### config.mk
export PLATFORM = sky130hd
export DESIGN_NAME = wdt_keyed_top
export DESIGN_NICKNAME = d
export VERILOG_FILES = /design/src/rtl/wdt_pkg.sv /design/src/rtl/wdt_unlock_fsm.sv /design/src/rtl/wdt_prot_regs.sv /design/src/rtl/wdt_match_ctr.sv /design/src/rtl/wdt_keyed_top.sv
export SDC_FILE = /design/constraint.sdc
export NUM_CORES = 1
export LEC_CHECK = 0
export BUFFER_PORTS_ARGS = -buffer_cell sky130_fd_sc_hd__buf_4
export CAP_MARGIN = 20
export CORE_MARGIN = 4
export CORE_UTILIZATION = 51
export DETAILED_ROUTE_END_ITERATION = 7
export GPL_ROUTABILITY_DRIVEN = 1
export PLACE_DENSITY = 0.84
export SETUP_SLACK_MARGIN = 0.2
export SKIP_CTS_REPAIR_TIMING = 1
export SYNTH_ARGS = -nofsm -noshare
export SYNTH_HDL_FRONTEND = slang
export SYNTH_HIERARCHICAL = 1
export SYNTH_SLANG_ARGS = --single-unit
export TNS_END_PERCENT = 1
### constraint.sdc
create_clock -name clk -period 2 [get_ports clk]
set_input_delay 0 -clock clk [delete_from_list [all_inputs] [get_ports clk]]
set_output_delay 0 -clock clk [all_outputs]
set_load 0.01 [all_outputs]
### src/rtl/wdt_pkg.sv
package wdt_pkg;

    localparam int ADDR_W = 3;

    // Register addresses
    localparam logic [ADDR_W-1:0] A_KEY1  = 3'd0;
    localparam logic [ADDR_W-1:0] A_KEY2  = 3'd1;
    localparam logic [ADDR_W-1:0] A_MATCH = 3'd2;
    localparam logic [ADDR_W-1:0] A_CTRL  = 3'd3;
    localparam logic [ADDR_W-1:0] A_STAT  = 3'd4;
    localparam logic [ADDR_W-1:0] A_COUNT = 3'd5;

    // Unlock keys
    localparam logic [15:0] KEY_OPEN    = 16'hBABA;
    localparam logic [15:0] KEY_CONFIRM = 16'hEB10;

    // Control register bit positions
    localparam int CTRL_RUN = 0;
    localparam int CTRL_RST = 1;

    typedef enum logic [1:0] {
        ULK_LOCKED = 2'd0,
        ULK_HALF   = 2'd1,
        ULK_OPEN   = 2'd2
    } ulk_state_e;

    typedef enum logic {
        PLS_IDLE   = 1'b0,
        PLS_ACTIVE = 1'b1
    } pls_state_e;

endpackage

### src/rtl/wdt_unlock_fsm.sv
module wdt_unlock_fsm
    import wdt_pkg::*;
#(
    parameter int DATA_W = 32
) (
    input  logic              clk,
    input  logic              rst_n,
    input  logic              hold,
    input  logic              wr_en,
    input  logic [ADDR_W-1:0] wr_addr,
    input  logic [DATA_W-1:0] wr_data,
    output ulk_state_e        state_q,
    output logic              grant
);

    localparam logic [DATA_W-1:0] OPEN_VAL    = DATA_W'(KEY_OPEN);
    localparam logic [DATA_W-1:0] CONFIRM_VAL = DATA_W'(KEY_CONFIRM);

    ulk_state_e state_d;
    logic       open_hit;
    logic       confirm_hit;
    logic       guarded_addr;

    assign open_hit     = (wr_addr == A_KEY1) && (wr_data == OPEN_VAL);
    assign confirm_hit  = (wr_addr == A_KEY2) && (wr_data == CONFIRM_VAL);
    assign guarded_addr = (wr_addr == A_MATCH) || (wr_addr == A_CTRL) ||
                          (wr_addr == A_STAT);

    // State register
    always_ff @(posedge clk or negedge rst_n) begin
        if (!rst_n) begin
            state_q <= ULK_LOCKED;
        end else if (hold) begin
            state_q <= ULK_LOCKED;
        end else begin
            state_q <= state_d;
        end
    end

    // Next-state logic: any write consumes or breaks the sequence
    always_comb begin
        state_d = state_q;
        if (wr_en) begin
            unique case (state_q)
                ULK_LOCKED: state_d = open_hit    ? ULK_HALF : ULK_LOCKED;
                ULK_HALF:   state_d = confirm_hit ? ULK_OPEN : ULK_LOCKED;
                ULK_OPEN:   state_d = ULK_LOCKED;
                default:    state_d = ULK_LOCKED;
            endcase
        end
    end

    // Output logic: the single permitted guarded write
    always_comb begin
        grant = 1'b0;
        unique case (state_q)
            ULK_LOCKED: grant = 1'b0;
            ULK_HALF:   grant = 1'b0;
            ULK_OPEN:   grant = wr_en && guarded_addr && !hold;
            default:    grant = 1'b0;
        endcase
    end

endmodule

### src/rtl/wdt_prot_regs.sv
module wdt_prot_regs
    import wdt_pkg::*;
#(
    parameter int                DATA_W    = 32,
    parameter logic [DATA_W-1:0] MATCH_RST = '1
) (
    input  logic              clk,
    input  logic              rst_n,
    input  logic              hold,
    input  logic              grant,
    input  logic [ADDR_W-1:0] wr_addr,
    input  logic [DATA_W-1:0] wr_data,
    input  logic              hit,
    output logic [DATA_W-1:0] match_q,
    output logic [1:0]        en_q,
    output logic              status_q
);

    logic wr_match;
    logic wr_ctrl;
    logic wr_clear;

    assign wr_match = grant && (wr_addr == A_MATCH);
    assign wr_ctrl  = grant && (wr_addr == A_CTRL);
    assign wr_clear = grant && (wr_addr == A_STAT) && !wr_data[0];

    always_ff @(posedge clk or negedge rst_n) begin
        if (!rst_n) begin
            match_q <= MATCH_RST;
        end else if (hold) begin
            match_q <= MATCH_RST;
        end else if (wr_match) begin
            match_q <= wr_data;
        end
    end

    always_ff @(posedge clk or negedge rst_n) begin
        if (!rst_n) begin
            en_q <= 2'b00;
        end else if (hold) begin
            en_q <= 2'b00;
        end else if (wr_ctrl) begin
            en_q <= wr_data[1:0];
        end
    end

    // A match sets the status; it takes priority over a clear on the same edge
    always_ff @(posedge clk or negedge rst_n) begin
        if (!rst_n) begin
            status_q <= 1'b0;
        end else if (hold) begin
            status_q <= 1'b0;
        end else if (hit) begin
            status_q <= 1'b1;
        end else if (wr_clear) begin
            status_q <= 1'b0;
        end
    end

endmodule

### src/rtl/wdt_match_ctr.sv
module wdt_match_ctr
    import wdt_pkg::*;
#(
    parameter int DATA_W    = 32,
    parameter int PULSE_LEN = 4
) (
    input  logic              clk,
    input  logic              rst_n,
    input  logic              hold,
    input  logic [1:0]        en_q,
    input  logic [DATA_W-1:0] match_q,
    output logic [DATA_W-1:0] count_q,
    output logic              hit,
    output logic              rst_req
);

    localparam int LEFT_W = (PULSE_LEN > 1) ? $clog2(PULSE_LEN) : 1;
    localparam logic [LEFT_W-1:0] LEFT_LOAD = LEFT_W'(PULSE_LEN - 1);

    pls_state_e        pls_q;
    pls_state_e        pls_d;
    logic [LEFT_W-1:0] left_q;
    logic [LEFT_W-1:0] left_d;
    logic              at_match;

    assign at_match = (count_q == match_q);
    assign hit      = en_q[CTRL_RUN] && at_match;

    // Watchdog counter: cleared while disabled, restarts after a match
    always_ff @(posedge clk or negedge rst_n) begin
        if (!rst_n) begin
            count_q <= '0;
        end else if (hold || !en_q[CTRL_RUN]) begin
            count_q <= '0;
        end else if (at_match) begin
            count_q <= '0;
        end else begin
            count_q <= count_q + 1'b1;
        end
    end

    // Pulse generator state register
    always_ff @(posedge clk or negedge rst_n) begin
        if (!rst_n) begin
            pls_q  <= PLS_IDLE;
            left_q <= '0;
        end else if (hold) begin
            pls_q  <= PLS_IDLE;
            left_q <= '0;
        end else begin
            pls_q  <= pls_d;
            left_q <= left_d;
        end
    end

    // Pulse generator next state
    always_comb begin
        pls_d  = pls_q;
        left_d = left_q;
        unique case (pls_q)
            PLS_IDLE: begin
                if (hit && en_q[CTRL_RST]) begin
                    pls_d  = PLS_ACTIVE;
                    left_d = LEFT_LOAD;
                end
            end
            PLS_ACTIVE: begin
                if (left_q == '0) begin
                    pls_d = PLS_IDLE;
                end else begin
                    left_d = left_q - 1'b1;
                end
            end
            default: begin
                pls_d  = PLS_IDLE;
                left_d = '0;
            end
        endcase
    end

    // Pulse generator output
    always_comb begin
        unique case (pls_q)
            PLS_IDLE:   rst_req = 1'b0;
            PLS_ACTIVE: rst_req = 1'b1;
            default:    rst_req = 1'b0;
        endcase
    end

endmodule

### src/rtl/wdt_keyed_top.sv
module wdt_keyed_top
    import wdt_pkg::*;
#(
    parameter int DATA_W    = 32,
    parameter int PULSE_LEN = 4
) (
    input  logic              clk,
    input  logic              rst_n,
    input  logic              hold,
    input  logic              wr_en,
    input  logic [2:0]        wr_addr,
    input  logic [DATA_W-1:0] wr_data,
    input  logic [2:0]        rd_addr,
    output logic [DATA_W-1:0] rd_data,
    output logic              wdt_rst_req,
    output logic              wdt_status
);

    ulk_state_e        ulk_state;
    logic              grant;
    logic              hit;
    logic [DATA_W-1:0] match_q;
    logic [DATA_W-1:0] count_q;
    logic [1:0]        en_q;

    wdt_unlock_fsm #(
        .DATA_W (DATA_W)
    ) u_unlock (
        .clk     (clk),
        .rst_n   (rst_n),
        .hold    (hold),
        .wr_en   (wr_en),
        .wr_addr (wr_addr),
        .wr_data (wr_data),
        .state_q (ulk_state),
        .grant   (grant)
    );

    wdt_prot_regs #(
        .DATA_W    (DATA_W),
        .MATCH_RST ({DATA_W{1'b1}})
    ) u_regs (
        .clk      (clk),
        .rst_n    (rst_n),
        .hold     (hold),
        .grant    (grant),
        .wr_addr  (wr_addr),
        .wr_data  (wr_data),
        .hit      (hit),
        .match_q  (match_q),
        .en_q     (en_q),
        .status_q (wdt_status)
    );

    wdt_match_ctr #(
        .DATA_W    (DATA_W),
        .PULSE_LEN (PULSE_LEN)
    ) u_ctr (
        .clk     (clk),
        .rst_n   (rst_n),
        .hold    (hold),
        .en_q    (en_q),
        .match_q (match_q),
        .count_q (count_q),
        .hit     (hit),
        .rst_req (wdt_rst_req)
    );

    // Read mux; key registers read as zero
    always_comb begin
        rd_data = '0;
        case (rd_addr)
            A_MATCH: rd_data = match_q;
            A_CTRL:  rd_data = {{(DATA_W-2){1'b0}}, en_q};
            A_STAT:  rd_data = {{(DATA_W-1){1'b0}}, wdt_status};
            A_COUNT: rd_data = count_q;
            default: rd_data = '0;
        endcase
    end

endmodule

==> reports/qor.txt, run 1 <==
Iteration count of the initial detailed-routing pass: 5
Clock slew at the register clock pins of the worst setup and hold paths: 0.08 ns
Fmax: 480 MHz
Ports: 76
Buffer type at the clock tree root: sky130_fd_sc_hd__clkbuf_8
Fill cell count: 555
Top_reg_cell synth: sky130_fd_sc_hd__dfrtp_1
Class of the most critical hold timing path: input port to register
Cell Chain, Critical Path: xnor2_1, nand4_1, or4b_4, o21ai_4, buf_12, nor2_1
Layout net count: 638
Fin Clk Skew: 0.00796 ns
Count of clock tree sinks: 72
Final number of setup-violating endpoints: 35
Die Wd: 101 µm
Maximum fanout count along the critical path: 32
WL final: 13,900 µm
Post-synthesis sequential area ratio: 0.415
Pwr Total: 2.98 mW
Most common cell after layout, fill and taps aside: sky130_fd_sc_hd__buf_4
Final Hold Vio Count: 1
Share of synthesized registers carrying an async set or reset: 1.00
Number of nets with antenna violations after detailed routing: 0
Kind of launch point of the worst setup path: register
Wire length of the first global-routing pass: 20,200 µm
Total CTS buffers: 9
Area grow syn2layout: 33.8%
TritonCTS clock tree: yes
Flop and latch count out of synthesis: 72
CP Data Arrival Time: 2.32 ns
Number of diodes added for antenna fixing: 0
Post-synthesis instance area: 0.00444 mm²
Area inside the core boundary: 0.00834 mm²
Max-capacitance violation count: 0
Latest clock arrival within the worst-skew pair: 0.35 ns
Routed wirelength normalized by instance count: 19.7 µm
Number of global-route vias before repair: 4,059
Site row count: 33
Worst hold margin: -0.00879 ns
Count of buffers inserted at the top-level ports: 75
Crit path capture type: register
Count of mapped cells out of synthesis: 449
Cell with the largest stage delay on the worst path: sky130_fd_sc_hd__or4b_4
Maximum buffer depth of the clock tree: 2
Failing checks: negative hold slack, negative setup slack
Combined area of the multi-input logic cells: 0.00244 mm²
Nets in the synthesized netlist: 493
DRC errors left: 0
Floorplan die height: 101 µm
Average size of a mapped cell: 9.90 µm²
Worst endpoint required time: 2.23 ns
Starting utilization of the core area: 0.533
Run status: complete, but fails checks
# H-tree levels: 3
Detailed placer's ending HPWL: 9400 µm
Slew margin rel.: 0.386
Global route overflow: 0
Count of yosys warnings during synthesis: 6
Via count: 4,187
Final Wtd Congestion: 0.951
Commonest cells after routing, fill and taps aside: sky130_fd_sc_hd__buf_4 (125), sky130_fd_sc_hd__nor2_1 (103), sky130_fd_sc_hd__dfrtp_1 (40)
Pin count of the biggest net entering global routing: 73
Vias per Instance: 5.95
Final WS setup: -0.0830 ns
PD cells: 502 mW/mm²
Transition at the pin with the smallest max-transition slack: 0.921 ns
Number of enable flip-flop cells after synthesis: 0
Number of different library cells in the post-synthesis netlist: 46
1st-iter DRT viols: 318
Setup repair after global routing missed its margin: true
Storage cell area: 0.00184 mm²
Total Die Area: 0.0103 mm²
Overall routing resource usage: 0.257
Final count of pins violating max slew: 0
Delay of the slowest critical-path stage: 0.59 ns
Initial antenna violation count: 0
Share of the clock period used by the worst path after layout: 1.04
Fraction of final layout cells with drive strength greater than 1: 0.331
Kind of critical path: register to register
Static leakage power: 2.46 nW
Largest voltage drop on the vdd net: 0.453 mV
Minimum period implied by the final worst setup slack: 2.08 ns
registers in the layout, indices dropped and copies added (netlist names):
signal	count
u_unlock/state_q	2
u_ctr/pls_q	1
u_ctr/count_q	32
u_ctr/left_q	2
u_regs/match_q	32
u_regs/status_q	1
u_regs/en_q	2
power breakdown:
part	switching [mW]	internal [mW]	total, mW
combinational	0.164	0.172	0.337
clock	0.544	0.642	1.19
sequential	0.00000000000122	1.46	1.46
critical path: cells and delay by family, from the launching register on:
kind            cells  cell delay, ns
simple gates        3            0.84
xor+xnor            1            0.17
buf+inv             1            0.21
compound gates      1            0.16
flops               1            0.57
area by class of cell:
class,instances,area share
inverter,5,0.00316
sequential,72,0.310
clock inverter,3,0.00674
timing repair buffer,160,0.220
tap,105,0.0221
multi-input combinational,346,0.411
clock buffer,13,0.0267
worst paths after layout:
check / start / endpoint / slack (ns) / depth (start not counted)
setup reg to reg: u_regs/match_q[5] / u_ctr/count_q[5] / -0.08 / 6
hold / removal: wr_addr[0] / u_regs/status_q / -0.009 / 3
setup / recovery: u_regs/match_q[5] / u_ctr/count_q[5] / -0.08 / 6
hold reg to reg: u_ctr/left_q[1] / u_ctr/left_q[1] / 0.52 / 1
min in group asynchronous: rst_n / u_unlock/state_q[1] / 0.33 / 2
max in group asynchronous: rst_n / u_ctr/count_q[10] / 1.08 / 2
cell families (layout without fill, tap and decap cells):
family | count (synthesis) | count (layout) | share of synthesized area
buf+inv | 31 | 181 | 0.0558
xor+xnor | 63 | 63 | 0.124
mux | 35 | 35 | 0.0789
flops | 72 | 72 | 0.415
simple gates | 201 | 201 | 0.234
compound gates | 45 | 45 | 0.0873
fa+ha+maj | 2 | 2 | 0.00563
metal layers:
layer	GRT usage	wire, µm	vias to the layer above
li1	-	-	1856
met1	0.336	5440	2069
met2	0.431	6890	224
met3	0.0406	1100	38
met4	0.0951	448	0
met5	0	0	-
metrics by stage:
| step | util | setup TNS (ns) | instances | instance area (µm²) | setup WS, ns |
|---|---|---|---|---|---|
| 5_1_grt | 0.713 | -3.74 | 704 | 5940 | -0.132 |
| 3_3_place_gp | 0.638 | 0 | 655 | 5320 | 0.0322 |
| 2_1_floorplan | - | 0 | 449 | 4440 | 0.121 |
| 6_report | 0.713 | -2.26 | 704 | 5940 | -0.0830 |
| 3_5_place_dp | 0.638 | 0 | 655 | 5320 | 0.0146 |
| 4_1_cts | 0.662 | -0.114 | 671 | 5520 | -0.0106 |
Yosys cell counts, drive strengths merged, types with 2 or more instances:
cell type / instances / area [µm²]
nand4bb: 2 / 22.5
nor4b: 3 / 26.3
nor2: 106 / 405
nand4: 15 / 93.8
a22o: 34 / 298
nor4: 11 / 68.8
nor4bb: 3 / 30.0
nand2: 14 / 52.6
nand2b: 5 / 31.3
and3: 8 / 50.1
ha: 2 / 25.0
buf: 18 / 198
dfrtp: 40 / 1000
and2b: 2 / 20.0
xor2: 43 / 377
nand4b: 2 / 17.5
mux2i: 35 / 350
nor3: 5 / 35.0
dfstp: 32 / 841
nor2b: 2 / 20.0
and4: 4 / 36.3
clkbuf: 8 / 31.3
nand3: 13 / 65.1
xnor2: 20 / 175
inv: 5 / 18.8
o31a: 2 / 17.5
a21oi: 3 / 15.0
Power figures use the tool's default switching activity.
==> run 2, diff against run 1 <==
- RECOVER_POWER: default -> 50
==> reports/qor.txt, run 2 (synthesis results as in run 1) <==
Global route overflow: 0
Ports: 76
WL final: 13,800 µm
Crit path capture type: register
1st-iter DRT viols: 284
Count of clock tree sinks: 72
Buffer type at the clock tree root: sky130_fd_sc_hd__clkbuf_8
Area of all placed cells without fillers: 0.00593 mm²
Final Wtd Congestion: 0.951
Via count: 4,146
Flop-to-flop setup slack: -0.07 ns
Static leakage power: 2.45 nW
Wire length of the first global-routing pass: 20,200 µm
Maximum buffer depth of the clock tree: 2
Die Wd: 101 µm
Number of global-route vias before repair: 4,059
Registers with the highest flip-flop counts: u_ctr/count_q: 32 flops, u_regs/match_q: 32 flops
Starting utilization of the core area: 0.533
Floorplan die height: 101 µm
DRC errors left: 0
CP Data Arrival Time: 2.35 ns
Area inside the core boundary: 0.00834 mm²
Number of nets with antenna violations after detailed routing: 0
Maximum fanout count along the critical path: 3
Run status: complete, but fails checks
Fin Clk Skew: 0.00644 ns
Most common cell after layout, fill and taps aside: sky130_fd_sc_hd__buf_4
Site row count: 33
Pin count of the biggest net entering global routing: 73
Cell Chain, Critical Path: xnor2_1, nand4_1, or4b_4, nor3_2, o2bb2ai_1
Max-capacitance violation count: 1
# H-tree levels: 3
Post-DP Area: 0.00532 mm²
Fmax: 483 MHz
Kind of launch point of the worst setup path: register
Count of buffers inserted at the top-level ports: 75
Final Hold Vio Count: 1
Transition at the pin with the smallest max-transition slack: 1.80 ns
Area grow syn2layout: 33.5%
Worst endpoint required time: 2.28 ns
Total CTS buffers: 9
Commonest cells after routing, fill and taps aside: sky130_fd_sc_hd__buf_4 (122), sky130_fd_sc_hd__nor2_1 (103), sky130_fd_sc_hd__dfrtp_1 (40)
Setup repair after global routing missed its margin: true
Cell with the largest stage delay on the worst path: sky130_fd_sc_hd__or4b_4
Latest clock arrival within the worst-skew pair: 0.35 ns
Minimum period implied by the final worst setup slack: 2.07 ns
Worst hold margin: -0.0112 ns
Delay of the slowest critical-path stage: 0.59 ns
Slew margin rel.: -0.199
Share of the clock period used by the worst path after layout: 1.03
Detailed placer's ending HPWL: 9400 µm
TritonCTS clock tree: yes
Total Die Area: 0.0103 mm²
Clock slew at the register clock pins of the worst setup and hold paths: 0.07 ns
Share of the core filled with cells: 0.711
Routed wirelength normalized by instance count: 19.7 µm
Kind of critical path: register to register
Initial antenna violation count: 0
Largest voltage drop on the vdd net: 0.447 mV
Iteration count of the initial detailed-routing pass: 5
Number of diodes added for antenna fixing: 0
Fraction of final layout cells with drive strength greater than 1: 0.327
Final WS setup: -0.0699 ns
Class of the most critical hold timing path: input port to register
PD cells: 502 mW/mm²
Layout net count: 638
Overall routing resource usage: 0.257
Fill cell count: 560
Vias per Instance: 5.89
Final count of pins violating max slew: 73
Final number of setup-violating endpoints: 35
Failing checks: negative hold slack, max-capacitance violations, max-slew violations, negative setup slack
run 2: changes by cell type in the layout (fill, tap and decap cells not counted), sizes merged:
cell	change
buf	-3
clkbuf	+3
run 2: layout make-up:
class / instances / area [µm²] / area share
Sequential cell: 72 / 1840 / 0.310
Multi-Input combinational cell: 346 / 2440 / 0.412
Timing Repair Buffer: 160 / 1300 / 0.219
Tap cell: 105 / 131 / 0.0221
Clock buffer: 13 / 159 / 0.0268
Inverter: 5 / 18.8 / 0.00316
Clock inverter: 3 / 40.0 / 0.00675
run 2: worst paths after layout:
kind,startpoint,end,depth (start not counted)
worst max-delay path,u_regs/match_q[5],u_ctr/pls_q,5
worst min-delay path,wr_addr[0],u_regs/status_q,3
worst max register to register,u_regs/match_q[5],u_ctr/pls_q,5
worst min register to register,u_ctr/left_q[1],u_ctr/left_q[1],1
max in group asynchronous,rst_n,u_ctr/count_q[10],2
min in group asynchronous,rst_n,u_unlock/state_q[0],2
run 2: routing by layer:
metal  share of wire  GRT usage  vias to the layer above
met5               0          0                        -
met4           0.031     0.0951                        0
met3           0.076     0.0406                       34
met2            0.50      0.431                      197
met1            0.40      0.336                     2064
li1                -          -                     1851
run 2: per-stage QoR:
step                power, mW  setup WS, ns  TNS (ns)  cells
floorplan                1.60         0.121         0    449
global placement         1.76        0.0322         0    655
detailed placement       1.76        0.0146         0    655
CTS                      2.94       -0.0106    -0.114    671
global route             3.09        -0.132     -6.22    704
finish                   2.98       -0.0699     -1.78    704
run 2: power breakdown:
group	switching [mW]	total (mW)	internal (mW)
Combinational	0.165	0.337	0.172
Sequential	0.00000000000115	1.46	1.46
Clock	0.541	1.18	0.642
Total	0.706	2.98	2.27
run 2: worst max-delay path, delay by kind of cell (launching register included):
family | cells | cell delay [ns]
simple gates | 3 | 1.10
xor+xnor | 1 | 0.16
compound gates | 1 | 0.16
flops | 1 | 0.57
